**src/rtl/rmseq_pkg.sv**
```systemverilog
package rmseq_pkg;

  typedef enum logic [3:0] {
    ST_IADDR,
    ST_ICACHE,
    ST_IMEM,
    ST_IXFER,
    ST_DEC,
    ST_RDREG,
    ST_DADDR,
    ST_DCACHE,
    ST_DMEM,
    ST_EXEC,
    ST_UPD
  } seq_state_e;

  // one-cycle control strobes from the sequencer to the datapath
  typedef struct packed {
    logic ld_iar;
    logic cache_v;
    logic mem_v;
    logic sel_data;
    logic ld_sr_fetch;
    logic ld_ir;
    logic ld_dec;
    logic rf_rd;
    logic ld_sr_reg;
    logic ld_dar;
    logic alu_v;
    logic ld_res;
    logic upd;
  } seq_ctl_t;

endpackage

```
**src/rtl/rmseq_agu.sv**
```systemverilog
module rmseq_agu #(
  parameter int DATA_W = 16,
  parameter int OFF_W  = 4
) (
  input  logic [OFF_W-1:0]  off,
  input  logic [DATA_W-1:0] base,
  input  logic [DATA_W-1:0] idx,
  input  logic              use_base,
  input  logic              use_idx,
  output logic [DATA_W-1:0] addr
);
  localparam int PAD_W = DATA_W - OFF_W;

  logic [DATA_W-1:0] off_ext, base_term, idx_term;

  assign off_ext   = {{PAD_W{1'b0}}, off};
  assign base_term = use_base ? base : '0;
  assign idx_term  = use_idx  ? idx  : '0;
  assign addr      = off_ext + base_term + idx_term;
endmodule

```
**src/rtl/rmseq_cyccnt.sv**
```systemverilog
module rmseq_cyccnt #(
  parameter int CNT_W = 8
) (
  input  logic             clk,
  input  logic             rst,
  input  logic             done,
  output logic [CNT_W-1:0] last
);
  localparam logic [CNT_W-1:0] CNT_MAX = '1;

  logic [CNT_W-1:0] run_q, run_inc;

  assign run_inc = (run_q == CNT_MAX) ? CNT_MAX : run_q + 1'b1;

  always_ff @(posedge clk) begin
    if (rst) begin
      run_q <= '0;
      last  <= '0;
    end else if (done) begin
      last  <= run_inc;
      run_q <= '0;
    end else begin
      run_q <= run_inc;
    end
  end

  // the shortest path (register-only, no waits) is seven cycles
  p_cyc_floor_r10: assert property (@(posedge clk) disable iff (rst)
    done |=> last >= CNT_W'(7));
endmodule

```
**src/rtl/rmseq_ctrl.sv**
```systemverilog
module rmseq_ctrl
  import rmseq_pkg::*;
(
  input  logic     clk,
  input  logic     rst,
  input  logic     cache_ready,
  input  logic     cache_hit,
  input  logic     mem_ready,
  input  logic     alu_ready,
  input  logic     dec_mem,
  output seq_ctl_t ctl
);
  seq_state_e st_q, st_d;

  always_ff @(posedge clk) begin
    if (rst) st_q <= ST_IADDR;
    else     st_q <= st_d;
  end

  always_comb begin
    ctl  = '0;
    st_d = st_q;
    unique case (st_q)
      ST_IADDR: begin
        ctl.ld_iar = 1'b1;
        st_d       = ST_ICACHE;
      end
      ST_ICACHE: begin
        ctl.cache_v = 1'b1;
        if (cache_ready) begin
          if (cache_hit) begin
            ctl.ld_sr_fetch = 1'b1;
            st_d            = ST_IXFER;
          end else begin
            st_d = ST_IMEM;
          end
        end
      end
      ST_IMEM: begin
        ctl.mem_v = 1'b1;
        if (mem_ready) begin
          ctl.ld_sr_fetch = 1'b1;
          st_d            = ST_IXFER;
        end
      end
      ST_IXFER: begin
        ctl.ld_ir = 1'b1;
        st_d      = ST_DEC;
      end
      ST_DEC: begin
        ctl.ld_dec = 1'b1;
        st_d       = ST_RDREG;
      end
      ST_RDREG: begin
        ctl.rf_rd = 1'b1;
        if (dec_mem) begin
          st_d = ST_DADDR;
        end else begin
          ctl.ld_sr_reg = 1'b1;
          st_d          = ST_EXEC;
        end
      end
      ST_DADDR: begin
        ctl.ld_dar = 1'b1;
        st_d       = ST_DCACHE;
      end
      ST_DCACHE: begin
        ctl.cache_v  = 1'b1;
        ctl.sel_data = 1'b1;
        if (cache_ready) begin
          if (cache_hit) begin
            ctl.ld_sr_fetch = 1'b1;
            st_d            = ST_EXEC;
          end else begin
            st_d = ST_DMEM;
          end
        end
      end
      ST_DMEM: begin
        ctl.mem_v    = 1'b1;
        ctl.sel_data = 1'b1;
        if (mem_ready) begin
          ctl.ld_sr_fetch = 1'b1;
          st_d            = ST_EXEC;
        end
      end
      ST_EXEC: begin
        ctl.alu_v = 1'b1;
        if (alu_ready) begin
          ctl.ld_res = 1'b1;
          st_d       = ST_UPD;
        end
      end
      ST_UPD: begin
        ctl.upd = 1'b1;
        st_d    = ST_IADDR;
      end
      default: st_d = ST_IADDR;
    endcase
  end

  // one functional unit per cycle
  p_one_unit_r1: assert property (@(posedge clk) disable iff (rst)
    $onehot0({ctl.cache_v, ctl.mem_v, ctl.rf_rd, ctl.alu_v, ctl.upd}));

  // a register write is followed by a fresh fetch, never a leftover unit
  p_serial_restart_r1: assert property (@(posedge clk) disable iff (rst)
    ctl.upd |=> ctl.ld_iar);

  // an unanswered cache request is held
  p_cache_hold_r3: assert property (@(posedge clk) disable iff (rst)
    ctl.cache_v && !cache_ready |=> ctl.cache_v);

  // a miss falls back to main memory
  p_miss_to_mem_r4: assert property (@(posedge clk) disable iff (rst)
    ctl.cache_v && cache_ready && !cache_hit |=> ctl.mem_v);

  // register-only goes from register read straight to the ALU
  p_regonly_skip_r6: assert property (@(posedge clk) disable iff (rst)
    ctl.rf_rd && !dec_mem |=> ctl.alu_v);
endmodule

```
**src/rtl/rm_sequencer.sv**
```systemverilog
module rm_sequencer
  import rmseq_pkg::*;
#(
  parameter int DATA_W = 16,
  parameter int REG_AW = 2,
  parameter int OP_W   = 3,
  parameter int OFF_W  = 4,
  parameter int CNT_W  = 8
) (
  input  logic              clk,
  input  logic              rst,
  output logic              cache_req_valid,
  input  logic              cache_req_ready,
  output logic [DATA_W-1:0] cache_req_addr,
  input  logic              cache_rsp_hit,
  input  logic [DATA_W-1:0] cache_rsp_data,
  output logic              mem_req_valid,
  input  logic              mem_req_ready,
  output logic [DATA_W-1:0] mem_req_addr,
  input  logic [DATA_W-1:0] mem_rsp_data,
  output logic              rf_rd_en,
  output logic [REG_AW-1:0] rf_rd_addr_a,
  output logic [REG_AW-1:0] rf_rd_addr_b,
  output logic [REG_AW-1:0] rf_rd_addr_x,
  input  logic [DATA_W-1:0] rf_rd_data_a,
  input  logic [DATA_W-1:0] rf_rd_data_b,
  input  logic [DATA_W-1:0] rf_rd_data_x,
  output logic              alu_req_valid,
  input  logic              alu_req_ready,
  output logic [OP_W-1:0]   alu_op,
  output logic [DATA_W-1:0] alu_opnd_a,
  output logic [DATA_W-1:0] alu_opnd_b,
  input  logic [DATA_W-1:0] alu_result,
  output logic              rf_we,
  output logic [REG_AW-1:0] rf_wr_addr,
  output logic [DATA_W-1:0] rf_wr_data,
  output logic [DATA_W-1:0] pc_out,
  output logic [DATA_W-1:0] ir_out,
  output logic              instr_done,
  output logic [CNT_W-1:0]  last_cycles
);
  // instruction field positions, packed from bit 0 upward
  localparam int RX_LO  = OFF_W;
  localparam int RB_LO  = RX_LO + REG_AW;
  localparam int RD_LO  = RB_LO + REG_AW;
  localparam int IE_BIT = RD_LO + REG_AW;
  localparam int BE_BIT = IE_BIT + 1;
  localparam int M_BIT  = BE_BIT + 1;
  localparam int OP_LO  = M_BIT + 1;

  seq_ctl_t          ctl;
  logic [DATA_W-1:0] pc_q, ir_q, sr_q, iar_q, dar_q;
  logic [DATA_W-1:0] opa_q, base_q, idx_q, res_q, agu_addr;
  logic              dec_mem_q, dec_be_q, dec_ie_q;
  logic [DATA_W-1:0] acc_addr;

  rmseq_ctrl u_ctrl (
    .clk         (clk),
    .rst         (rst),
    .cache_ready (cache_req_ready),
    .cache_hit   (cache_rsp_hit),
    .mem_ready   (mem_req_ready),
    .alu_ready   (alu_req_ready),
    .dec_mem     (dec_mem_q),
    .ctl         (ctl)
  );

  rmseq_agu #(.DATA_W(DATA_W), .OFF_W(OFF_W)) u_agu (
    .off      (ir_q[OFF_W-1:0]),
    .base     (base_q),
    .idx      (idx_q),
    .use_base (dec_be_q),
    .use_idx  (dec_ie_q),
    .addr     (agu_addr)
  );

  rmseq_cyccnt #(.CNT_W(CNT_W)) u_cyccnt (
    .clk  (clk),
    .rst  (rst),
    .done (ctl.upd),
    .last (last_cycles)
  );

  // program counter: moves only in the update cycle
  always_ff @(posedge clk) begin
    if (rst)          pc_q <= '0;
    else if (ctl.upd) pc_q <= pc_q + 1'b1;
  end

  // address registers, storage register, instruction register
  always_ff @(posedge clk) begin
    if (rst) begin
      iar_q <= '0;
      dar_q <= '0;
      sr_q  <= '0;
      ir_q  <= '0;
    end else begin
      if (ctl.ld_iar) iar_q <= pc_q;
      if (ctl.ld_dar) dar_q <= agu_addr;
      if (ctl.ld_sr_fetch)
        sr_q <= ctl.mem_v ? mem_rsp_data : cache_rsp_data;
      else if (ctl.ld_sr_reg)
        sr_q <= rf_rd_data_b;
      if (ctl.ld_ir) ir_q <= sr_q;
    end
  end

  // decoded type/mode flags and captured register operands
  always_ff @(posedge clk) begin
    if (rst) begin
      dec_mem_q <= 1'b0;
      dec_be_q  <= 1'b0;
      dec_ie_q  <= 1'b0;
      opa_q     <= '0;
      base_q    <= '0;
      idx_q     <= '0;
      res_q     <= '0;
    end else begin
      if (ctl.ld_dec) begin
        dec_mem_q <= ir_q[M_BIT];
        dec_be_q  <= ir_q[BE_BIT];
        dec_ie_q  <= ir_q[IE_BIT];
      end
      if (ctl.rf_rd) begin
        opa_q  <= rf_rd_data_a;
        base_q <= rf_rd_data_b;
        idx_q  <= rf_rd_data_x;
      end
      if (ctl.ld_res) res_q <= alu_result;
    end
  end

  assign acc_addr        = ctl.sel_data ? dar_q : iar_q;
  assign cache_req_valid = ctl.cache_v;
  assign cache_req_addr  = acc_addr;
  assign mem_req_valid   = ctl.mem_v;
  assign mem_req_addr    = acc_addr;
  assign rf_rd_en        = ctl.rf_rd;
  assign rf_rd_addr_a    = ir_q[RD_LO +: REG_AW];
  assign rf_rd_addr_b    = ir_q[RB_LO +: REG_AW];
  assign rf_rd_addr_x    = ir_q[RX_LO +: REG_AW];
  assign alu_req_valid   = ctl.alu_v;
  assign alu_op          = ir_q[OP_LO +: OP_W];
  assign alu_opnd_a      = opa_q;
  assign alu_opnd_b      = sr_q;
  assign rf_we           = ctl.upd;
  assign rf_wr_addr      = ir_q[RD_LO +: REG_AW];
  assign rf_wr_data      = res_q;
  assign pc_out          = pc_q;
  assign ir_out          = ir_q;
  assign instr_done      = ctl.upd;

  // the instruction fetch targets the current PC
  p_ifetch_pc_r2: assert property (@(posedge clk) disable iff (rst)
    cache_req_valid && !ctl.sel_data |-> cache_req_addr == pc_q);

  // address held steady while the cache stalls
  p_cache_addr_hold_r3: assert property (@(posedge clk) disable iff (rst)
    cache_req_valid && !cache_req_ready |=> cache_req_valid && $stable(cache_req_addr));

  // memory request held with the same address
  p_mem_hold_r3: assert property (@(posedge clk) disable iff (rst)
    mem_req_valid && !mem_req_ready |=> mem_req_valid && $stable(mem_req_addr));

  // ALU operands do not move while the ALU stalls
  p_alu_hold_r8: assert property (@(posedge clk) disable iff (rst)
    alu_req_valid && !alu_req_ready |=> alu_req_valid && $stable(alu_opnd_a) && $stable(alu_opnd_b));

  // each write advances the PC by one
  p_pc_step_r9: assert property (@(posedge clk) disable iff (rst)
    rf_we |=> pc_q == $past(pc_q) + 1'b1);

  // without a write the PC holds
  p_pc_still_r9: assert property (@(posedge clk) disable iff (rst)
    !rf_we |=> $stable(pc_q));
endmodule

```
**config.mk**
```make
export PLATFORM = sky130hd
export DESIGN_NAME = rm_sequencer
export DESIGN_NICKNAME = d
export VERILOG_FILES = /design/src/rtl/rmseq_pkg.sv /design/src/rtl/rmseq_agu.sv /design/src/rtl/rmseq_cyccnt.sv /design/src/rtl/rmseq_ctrl.sv /design/src/rtl/rm_sequencer.sv
export SDC_FILE = /design/constraint.sdc
export NUM_CORES = 1
export LEC_CHECK = 0
export ABC_CLOCK_PERIOD_IN_PS = 2750
export CELL_PAD_IN_SITES_DETAIL_PLACEMENT = 1
export CELL_PAD_IN_SITES_GLOBAL_PLACEMENT = 2
export CORE_MARGIN = 3
export CORE_UTILIZATION = 26
export DETAILED_ROUTE_END_ITERATION = 6
export PLACE_DENSITY_LB_ADDON = 0.1
export RECOVER_POWER = 100
export SLEW_MARGIN = 15
export SYNTH_ARGS = -nofsm -noshare
export SYNTH_HDL_FRONTEND = slang
export SYNTH_HIERARCHICAL = 1
export SYNTH_SLANG_ARGS = --single-unit
export TNS_END_PERCENT = 1
```
**constraint.sdc**
```tcl
create_clock -name clk -period 2.75 [get_ports clk]
set_input_delay 0.275 -clock clk [delete_from_list [all_inputs] [get_ports clk]]
set_output_delay 0.275 -clock clk [all_outputs]
set_load 0.1 [all_outputs]
```
==> flow_summary.ini, run 1 <==
[logic_synthesis]
yosysSeqAreaShare = 0.400
syn-num-nets = 1019
synth_top_area_frac = 0.400
yosysWarnings = 6
synth_top_family_by_area = multiplexers
ys.flop_type = dfxtp_1
synth-seq-cells = 167
postSynthCellCount = 885
yosys.area.top_type = dfxtp_1
synth_mux_area_frac = 0.189
synth_simple_gate_area_frac = 0.180
synth.distinct_cells = 69
async_reset_ff_frac = 0
synth-adder-area-share = 0.0524
synth_area_leaders = dfxtp_1, mux2i_1, nor2_1, ha_1, a211oi_1
syn_area_um2 = 8360
synth_compound_area_frac = 0.0895
synthXorXnorAreaFrac = 0.0262
synth_edf_count = 0
syn_avg_cell_area_um2 = 9.45

[setup_path]
endpoint_kind = flop
critPathMaxStageDelay_ns = 0.45
worstSetupPathType = flop to flop
path_cells = nand2_2 > fa_1 > inv_1 > ha_2 > inv_2 > fa_2 > nand2b_4 > a21oi_2 > o211ai_1 > buf_4 > a31oi_4 > o311ai_2 > mux2i_1 > nor2_1
critPathLaunchType = flop
arrival_ns = 3.07
critPathMaxFanout = 4
cpMaxStageDelayCell = fa_1
cp.required_ns = 3.06

[power_and_ir_drop]
intPower_mw = 5.17
combPwrFrac = 0.357
vdd_ir_drop_max_uv = 484
pwr-share-seq = 0.327
power_leakage_nw = 4.29
clkPwrFrac = 0.316
power_density_nw_per_um2 = 740
netSwitchingFraction = 0.393
finalPower_mw = 8.52
power_switching_mw = 3.35

[grt]
grt_pass1_vias = 6870
grt.overflow.total = 0
grt_use_total = 0.145
antenna_found_initial = 3
grt_max_degree = 64
grt_first_pass_wirelength_mm = 39.2

[timing]
hold_viol_final = 0
slew_viol_final = 0
rsz0062_at_grt = yes
fin_worst_skew_ns = 0.00968
fin_crit_ns = 2.76
setup_viol = 1
relSlewSlack = 0.0996
min_period_over_period = 1.00
fmax_mhz = 362
setup_tns_ns = -0.0130
worstMarginPinSlew_ns = 1.35
postLayoutSetupSlackWorst_ns = -0.0130

[outcome]
status = finished with violations
violations = negative setup slack

[hold_path]
hp-class = input pin to flop

[clock_network]
cts.path.max_buffers = 2
cts_max_level = 4
cts.clk_slew.worst_paths_ns = 0.06
numCtsBuffers = 17
cts_hold_buffers = 0
insertion_delay_ns = 0.43
cts_sinks = 167
cts_tree = yes
cts-root-buf = clkbuf_16

[route]
vias = 6936
initialDrtViolationCount = 182
route.detailed.drc = 0
antenna_left = 0
first_pass_iters = 4
avgViaCountPerCell = 4.58
drt-total-wl_mm = 25.0
wl_per_cell_um = 16.5

[floorplanning]
rows = 65
start_util = 0.264
die_h_um = 185
boundaryPins = 239
die_w_um = 185
die-area_um2 = 34300
coreArea_um2 = 31600

[placed_design]
dpl_cell_area_um2 = 11300
gp_congestion = 0.713
port-buffer-count = 238
post-dp-hpwl_mm = 18.7

[final_layout]
area_delta_synth_final_pct = 37.9
fin_nets = 1235
fin_area_um2 = 11500
drive_gt1_frac = 0.146
num_antenna_cells = 0

[job]
maxCapViolCount = 0
[routing by layer]
layer  track usage  share of wire
met1         0.191           0.47
met2         0.232           0.46
met3        0.0430          0.058
met4        0.0405          0.012
met5             0         0.0018
[cell families after synthesis]
| group | count (synthesis) |
|---|---|
| AO/OA/AOI/OAI | 102 |
| adder cells (fa/ha/maj) | 32 |
| multiplexers | 155 |
| XOR/XNOR | 25 |
| flip-flops | 167 |
| buffers and inverters | 98 |
| AND/OR/NAND/NOR | 306 |
[worst paths after layout]
path	slack, ns	cells after the start	startpoint	end
setup / recovery	-0.01	14	dec_ie_q$_SDFFE_PP0P_	dar_q[13]$_SDFFE_PP0P_
hold / removal	0.27	2	rst	rf_wr_data[3]$_SDFFE_PP0P_
setup reg to reg	-0.01	14	dec_ie_q$_SDFFE_PP0P_	dar_q[13]$_SDFFE_PP0P_
hold reg to reg	0.49	2	u_cyccnt/last[2]$_SDFFE_PP0P_	u_cyccnt/last[2]$_SDFFE_PP0P_
[final cells by class]
class / count / area, um^2
clock inverters: 8 / 170
clock buffers: 21 / 480
repair buffers: 280 / 2420
inverters: 15 / 56.3
well taps: 402 / 503
multi-input cells: 620 / 4540
flip-flops and latches: 167 / 3350
fillers: 3644 / 20100
[flip-flops by register name (all words and copies together), names as in the netlist]
register,count
alu_opnd_a,16
alu_opnd_b,16
base_q,16
dar_q,16
iar_q,16
idx_q,16
ir_out,16
pc_out,16
rf_wr_data,16
u_cyccnt/last,8
u_cyccnt/run_q,8
u_ctrl/st_q,4
dec_be_q,1
dec_ie_q,1
dec_mem_q,1
[power by group through the flow]
stage	combinational [mW]	sequential (mW)	clock [mW]
final	3.05	2.78	2.69
after global routing	3.24	2.82	2.89
after CTS	3.27	2.80	2.80
after detailed placement	3.26	2.85	0
after global placement	3.26	2.85	0
after floorplan	1.53	3.76	0
[stage by stage]
stage	std cells	setup slack, ns	hold WS, ns	util
floorplan	885	-0.293	0.344	-
global placement	1481	-0.103	0.468	0.356
detailed placement	1481	-0.198	0.477	0.356
CTS	1511	0.0356	0.263	0.377
global route	1513	-0.173	0.283	0.364
finish	1513	-0.0130	0.271	0.364
[cells in the mapped netlist (3+ instances only)]
cell type and instances:
a211oi_1 38, a21o_1 4, a21oi_1 25, a311oi_1 4
a31oi_1 4, and2_1 28, and4_1 3, buf_1 9
buf_2 14, buf_4 30, clkbuf_1 26, dfxtp_1 167
fa_1 5, ha_1 27, inv_1 14, mux2_2 19
mux2i_1 135, nand2_1 25, nand2b_1 9, nand3_1 11
nand4_1 6, nor2_1 157, nor2b_1 24, nor3_1 11
nor4_1 4, o21ai_0 3, o31ai_1 3, or2_1 3
or3_1 4, xnor2_1 13, xor2_1 12
[cell usage in the layout (no fill, tap or decap), types with 26 or more instances in the layout]
| cell type | Yosys | routed |
|---|---|---|
| and2_1 | 28 | 27 |
| dfxtp_1 | 167 | 162 |
| nor2_1 | 157 | 155 |
| ha_1 | 27 | 26 |
| buf_12 | 0 | 37 |
| clkdlybuf4s50_1 | 0 | 100 |
| clkbuf_1 | 26 | 103 |
| a211oi_1 | 38 | 38 |
| buf_4 | 30 | 34 |
| mux2i_1 | 135 | 135 |
[worst max-delay path: cells and delay by family, from the launching register on]
family / cells / cell delay, ns
mux: 1 / 0.16
compound gates: 4 / 0.55
flops: 1 / 0.36
fa+ha+maj: 3 / 1.01
simple gates: 3 / 0.26
buf+inv: 3 / 0.29
[repair_timing]
action,in CTS,in global routing
buffers inserted,1,2
gates resized for setup,5,12
hold endpoints to repair,0,0
pin swaps,2,8
setup endpoints to repair,3,19
(Power assumes the default switching activity.)
==> run 2: changes to the inputs <==
- ABC_AREA: not set -> 1
- CORE_UTILIZATION: 26 -> 23
==> run 2 against run 1 <==
  * The run now ends clean
  * Global-route usage rose by 1.3 points
  * Hold slack gained 0.15 ns
  * Clock skew about the same
  * Synthesized cell count is 38% higher
  * Register-to-register slack better by 0.28 ns
  * Via count is 20% higher
  * Worst setup slack improved by 0.26 ns
  * Sequential share of layout area is 0.50 points higher
  * Final cell count up 25%
==> flow_summary.ini, run 2 <==
[outcome]
status = completed

[setup_path]
critPathLaunchType = flop
cpMaxStageDelayCell = dfxtp_1
critPathMaxStageDelay_ns = 0.46
rr_endpoint = dar_q[9]$_SDFFE_PP0P_
r2r-start = dec_be_q$_SDFFE_PP0P_
worstSetupPathType = flop to output pin
crit_path_frequent_cell = nand2_1
arrival_ns = 2.23
endpoint = mem_req_addr[13]
endpoint_kind = output pin
reg2reg_setup_slack_ns = 0.27
path_cells = nand2_1 > inv_2 > nand2_1 > nand2_1 > buf_4 > mux2_1 > buf_8
cp.required_ns = 2.48
crit_path_start = u_ctrl/st_q[1]$_SDFFE_PP0P_
rr_worst_depth = 13
critPathMaxFanout = 23

[final_layout]
multi_input_area_um2 = 4120
n_fill_cell = 4478
stdcell_count = 1887
area_delta_synth_final_pct = 33.8
num_antenna_cells = 0
fin_area_um2 = 11300
regArea_um2 = 3340
fin_nets = 1547
drive_gt1_frac = 0.0856
final_common_cell = nor2_1
final_cell_mix = nor2_1, nand2_1, dfxtp_1

[logic_synthesis]
syn-num-nets = 1351
synth_mux_area_frac = 0.0133
synth_compound_area_frac = 0.144
postSynthCellCount = 1217
synthXorXnorAreaFrac = 0.00830
syn_avg_cell_area_um2 = 6.94
async_reset_ff_frac = 0
synth_common_cells = nor2_1, nand2_1, dfxtp_1
yosysMostFrequentCell = nor2_1
yosys.area.top_type = dfxtp_1
synth-adder-area-share = 0.0519
synth_top_area_frac = 0.396
yosysWarnings = 6
synth.distinct_cells = 36
ys.flop_type = dfxtp_1
synth-seq-cells = 167
synth_area_leaders = dfxtp_1, nor2_1, o21ai_0, nand2_1, inv_1
syn_area_um2 = 8440
synth_edf_count = 0
yosysSeqAreaShare = 0.396
synth_simple_gate_area_frac = 0.274
synth_top_family_by_area = simple AND/OR/NAND/NOR gates

[clock_network]
post-cts-setup-buffers = 0
cts.clk_slew.worst_paths_ns = 0.07
cts.path.max_buffers = 2
cts_tree = yes
cts_sinks = 167
cts-root-buf = clkbuf_16
numCtsBuffers = 17
insertion_delay_ns = 0.44
cts_max_level = 4

[placed_design]
post-dp-hpwl_mm = 23.7
dp_cells = 1855
gp_congestion = 0.775
port-buffer-count = 238
dpl_cell_area_um2 = 11200

[route]
route.detailed.drc = 0
drt-total-wl_mm = 30.3
vias = 8324
avgViaCountPerCell = 4.41
wl_per_cell_um = 16.0
antenna_left = 0
initialDrtViolationCount = 271
first_pass_iters = 4

[timing]
hold_viol_final = 0
setup_viol = 0
fin_hold_ws_ns = 0.417
slew_viol_final = 0
relSlewSlack = 0.145
rsz0062_at_grt = no
fin_crit_ns = 2.50
fmax_mhz = 399
min_period_over_period = 0.911
worstMarginPinSlew_ns = 1.29
fin_worst_skew_ns = 0.00944

[grt]
grt_pass1_vias = 8752
grt.overflow.total = 0
antenna_found_initial = 0
grt_max_degree = 49
grt_use_total = 0.158
grt_first_pass_wirelength_mm = 48.8

[hold_path]
min-delay-start = rf_rd_data_a[12]
hp-class = input pin to flop

[floorplanning]
coreArea_um2 = 35900
die_w_um = 198
die-area_um2 = 39000
die_h_um = 198
boundaryPins = 239
start_util = 0.235
rows = 69

[power_and_ir_drop]
vdd_ir_drop_max_uv = 768
power_leakage_nw = 5.26
finalPower_mw = 10.8
power_density_nw_per_um2 = 960

[job]
maxCapViolCount = 0
==> run 2: cell types whose count changed after synthesis, moves of 12 or more <==
cell      previous run  this run
mux2i_1            135         0
nand3_1             11        36
a21oi_1             25        37
inv_1               14       117
a31oi_1              4        22
a211oi_1            38         0
nand2_1             25       207
nor2b_1             24         0
and2_1              28         3
o21ai_0              3       162
nor2_1             157       279
==> run 2: kinds of logic (layout without fill, tap and decap cells) <==
group	count (synthesis)	count (layout)
adder cells (fa/ha/maj)	32	32
multiplexers	10	10
XOR/XNOR	8	8
buffers and inverters	206	415
AO/OA/AOI/OAI	230	230
AND/OR/NAND/NOR	564	564
flip-flops	167	167
==> run 2: area by class of cell <==
| cell class | count | share of cell area |
|---|---|---|
| clock buffers | 20 | 0.0395 |
| clock inverters | 12 | 0.0148 |
| inverters | 125 | 0.0416 |
| multi-input cells | 844 | 0.365 |
| flip-flops and latches | 167 | 0.296 |
| well taps | 461 | 0.0510 |
| repair buffers | 258 | 0.192 |
==> run 2: where the power goes <==
group          internal (mW)  switching [mW]
logic                   1.25            4.08
clock network           1.47            1.08
registers               2.73           0.238
total                   5.46            5.39
==> run 2: repair_timing <==
action,4_1_cts,5_1_grt
endpoints found under the setup margin,0,7
hold buffers,0,0
gates resized for setup,0,3
==> run 2: routing by layer <==
layer,GRT usage,vias to the layer above,share of wire
met1,0.207,3913,0.47
met3,0.0491,13,0.058
li1,-,4243,-
met5,0,-,0
met2,0.260,155,0.47
met4,0.0322,0,0.0094
==> run 2: through the flow <==
step            util  setup TNS [ns]  worst slack, ns
2_1_floorplan      -           -6.24           -0.342
3_3_place_gp   0.312               0            0.219
3_5_place_dp   0.312               0            0.215
4_1_cts        0.329               0            0.147
5_1_grt        0.315               0           0.0132
6_report       0.315               0            0.245
==> run 2: critical path, delay by kind of cell, from the launching register on <==
family,cells,cell delay [ns]
buffers and inverters,3,0.56
DFF,1,0.46
muxes,1,0.45
and+or+nand+nor,3,0.31
==> run 2: how the worst min path moves through the flow <==
stage / endpoint / slack, ns / cells after the start
final: alu_opnd_a[12]$_SDFFE_PP0P_ / 0.42 / 3
after global routing: alu_opnd_a[5]$_SDFFE_PP0P_ / 0.40 / 3
after CTS: alu_opnd_a[12]$_SDFFE_PP0P_ / 0.39 / 3
after detailed placement: u_cyccnt/last[3]$_SDFFE_PP0P_ / 0.45 / 2
after global placement: u_cyccnt/last[4]$_SDFFE_PP0P_ / 0.45 / 2
after floorplan: u_ctrl/st_q[0]$_SDFFE_PP0P_ / 0.34 / 1
==> run 3: changes to the inputs <==
- CELL_PAD_IN_SITES_DETAIL_PLACEMENT: 1 -> not set
- CELL_PAD_IN_SITES_GLOBAL_PLACEMENT: 2 -> not set
- CORE_ASPECT_RATIO: not set -> 0.75
- CORE_UTILIZATION: 23 -> 30
- PLACE_DENSITY_LB_ADDON: 0.1 -> not set
==> run 3 against run 2 <==
  * The flow now finishes with violations (max-capacitance violations)
  * Hold slack improved by 0.016 ns
  * Total power is 1.5% lower
  * Via count is 1.6% lower
  * Critical path depth stayed put
  * Sequential share of layout area rose by 0.75 points
  * Highest routed layer is now met5
==> flow_summary.ini, run 3 (synthesized netlist as in run 2, its figures left out) <==
[final_layout]
final_common_cell = nor2_1
fin_util = 0.403
area_delta_synth_final_pct = 30.4
num_antenna_cells = 0
fin_nets = 1541
final_cell_mix = nor2_1, nand2_1, dfxtp_1
drive_gt1_frac = 0.0719

[timing]
worstMarginPinSlew_ns = 1.47
fin_worst_skew_ns = 0.0108
hold_viol_final = 0
relSlewSlack = 0.0200
rsz0062_at_grt = no
slew_viol_final = 0
setup_tns_ns = 0
fin_crit_ns = 2.55
setup_viol = 0
min_period_over_period = 0.927
fmax_mhz = 392

[floorplanning]
die_w_um = 200
die-area_um2 = 30200
die_h_um = 151
start_util = 0.309
rows = 52
coreArea_um2 = 27300
boundaryPins = 239

[route]
route.detailed.drc = 0
drt-total-wl_mm = 26.8
antenna_left = 0
vias = 8187
avgViaCountPerCell = 4.63
wl_per_cell_um = 15.1
initialDrtViolationCount = 521
first_pass_iters = 4

[setup_path]
rr_endpoint = dar_q[14]$_SDFFE_PP0P_
critPathMaxStageDelay_ns = 0.46
cpMaxStageDelayCell = dfxtp_1
path_cells = nand2_1 > inv_2 > nand2_1 > nand2_1 > buf_4 > mux2_1 > buf_4
critPathMaxFanout = 23
worstSetupPathType = flop to output pin
arrival_ns = 2.27
r2r-start = dec_ie_q$_SDFFE_PP0P_
rr_worst_depth = 13
endpoint_kind = output pin
cp.required_ns = 2.48
crit_path_frequent_cell = nand2_1
reg2reg_setup_slack_ns = 0.28
critPathLaunchType = flop

[grt]
grt_max_degree = 134
grt_first_pass_wirelength_mm = 41.6
grt_pass1_vias = 7781
grt.overflow.total = 0
grt_use_total = 0.176
antenna_found_initial = 3

[clock_network]
cts_tree = yes
cts_max_level = 4
cts.clk_slew.worst_paths_ns = 0.06
post-cts-setup-buffers = 0
cts_resized = 0
insertion_delay_ns = 0.42
cts-root-buf = clkbuf_16
cts_hold_buffers = 0
numCtsBuffers = 17
cts_sinks = 167
cts.path.max_buffers = 2

[placed_design]
port-buffer-count = 238
post-dp-hpwl_mm = 20.3
gp_congestion = 0.871

[power_and_ir_drop]
clkPwrFrac = 0.235
finalPower_mw = 10.7
power_density_nw_per_um2 = 970
power_leakage_nw = 5.20
intPower_mw = 5.42
netSwitchingFraction = 0.493
combPwrFrac = 0.488
vdd_ir_drop_max_uv = 690
pwr-share-seq = 0.277
power_switching_mw = 5.27

[outcome]
violations = max-capacitance violations
status = finished with violations

[job]
maxCapViolCount = 1

[hold_path]
min_path_cells = 3
hp-class = input pin to flop
min-delay-start = alu_result[9]
hold-path-endpoint = rf_wr_data[9]$_SDFFE_PP0P_
run 3: cell count changes in the layout (fill, tap and decap cells not counted), moves of 4 or more:
cell,before,now
buf_6,6,0
buf_8,9,0
clkbuf_1,102,106
clkinv_2,2,6
mux2_1,5,10
mux2_2,5,0
run 3: power groups by stage:
| stage | combinational (mW) | sequential (mW) | clock, mW |
|---|---|---|---|
| floorplan | 3.10 | 3.93 | 0 |
| global route | 5.48 | 3.00 | 2.66 |
| global placement | 5.64 | 3.01 | 0 |
| detailed placement | 5.65 | 3.02 | 0 |
| finish | 5.22 | 2.96 | 2.51 |
| CTS | 5.66 | 2.97 | 2.57 |
run 3: routing by layer:
metal / up-vias / wire length, um / GRT usage
met4: 6 / 388 / 0.0464
met3: 24 / 2210 / 0.0609
met1: 3682 / 12700 / 0.238
met2: 253 / 11400 / 0.268
met5: - / 35 / 0
li1: 4222 / - / -
run 3: worst max-delay path by stage:
stage	startpoint	to	slack, ns	depth (start not counted)
final	u_ctrl/st_q[0]$_SDFFE_PP0P_	cache_req_addr[13]	0.20	7
after global routing	u_ctrl/st_q[2]$_SDFFE_PP0P_	ir_out[0]$_SDFFE_PP0P_	0.03	7
after CTS	u_ctrl/st_q[3]$_SDFFE_PP0P_	cache_req_addr[9]	0.18	8
after detailed placement	dec_be_q$_SDFFE_PP0P_	dar_q[15]$_SDFFE_PP0P_	0.40	14
after global placement	dec_be_q$_SDFFE_PP0P_	dar_q[15]$_SDFFE_PP0P_	0.40	14
after floorplan	u_ctrl/st_q[0]$_SDFFE_PP0P_	mem_req_addr[1]	-0.34	6
run 3: cell type report:
class / count / area [um^2]
Timing Repair Buffer: 252 / 2040
Tap cell: 351 / 439
Sequential cell: 167 / 3340
Fill cell: 2928 / 16300
Inverter: 125 / 470
Clock inverter: 10 / 153
Multi-Input combinational cell: 844 / 4120
Clock buffer: 21 / 450
run 3: critical path, delay by kind of cell (launching register included):
kind                   cells  cell delay, ns
buffers and inverters      3            0.62
multiplexers               1            0.44
AND/OR/NAND/NOR            3            0.31
flip-flops                 1            0.46
run 3: per-stage QoR:
step | hold slack, ns | cells | area (um^2) | worst slack [ns]
2_1_floorplan | 0.344 | 1217 | 8440 | -0.342
3_3_place_gp | 0.442 | 1739 | 11000 | 0.404
3_5_place_dp | 0.445 | 1739 | 11000 | 0.400
4_1_cts | 0.408 | 1770 | 11600 | 0.182
5_1_grt | 0.423 | 1770 | 11000 | 0.0346
6_report | 0.432 | 1770 | 11000 | 0.201
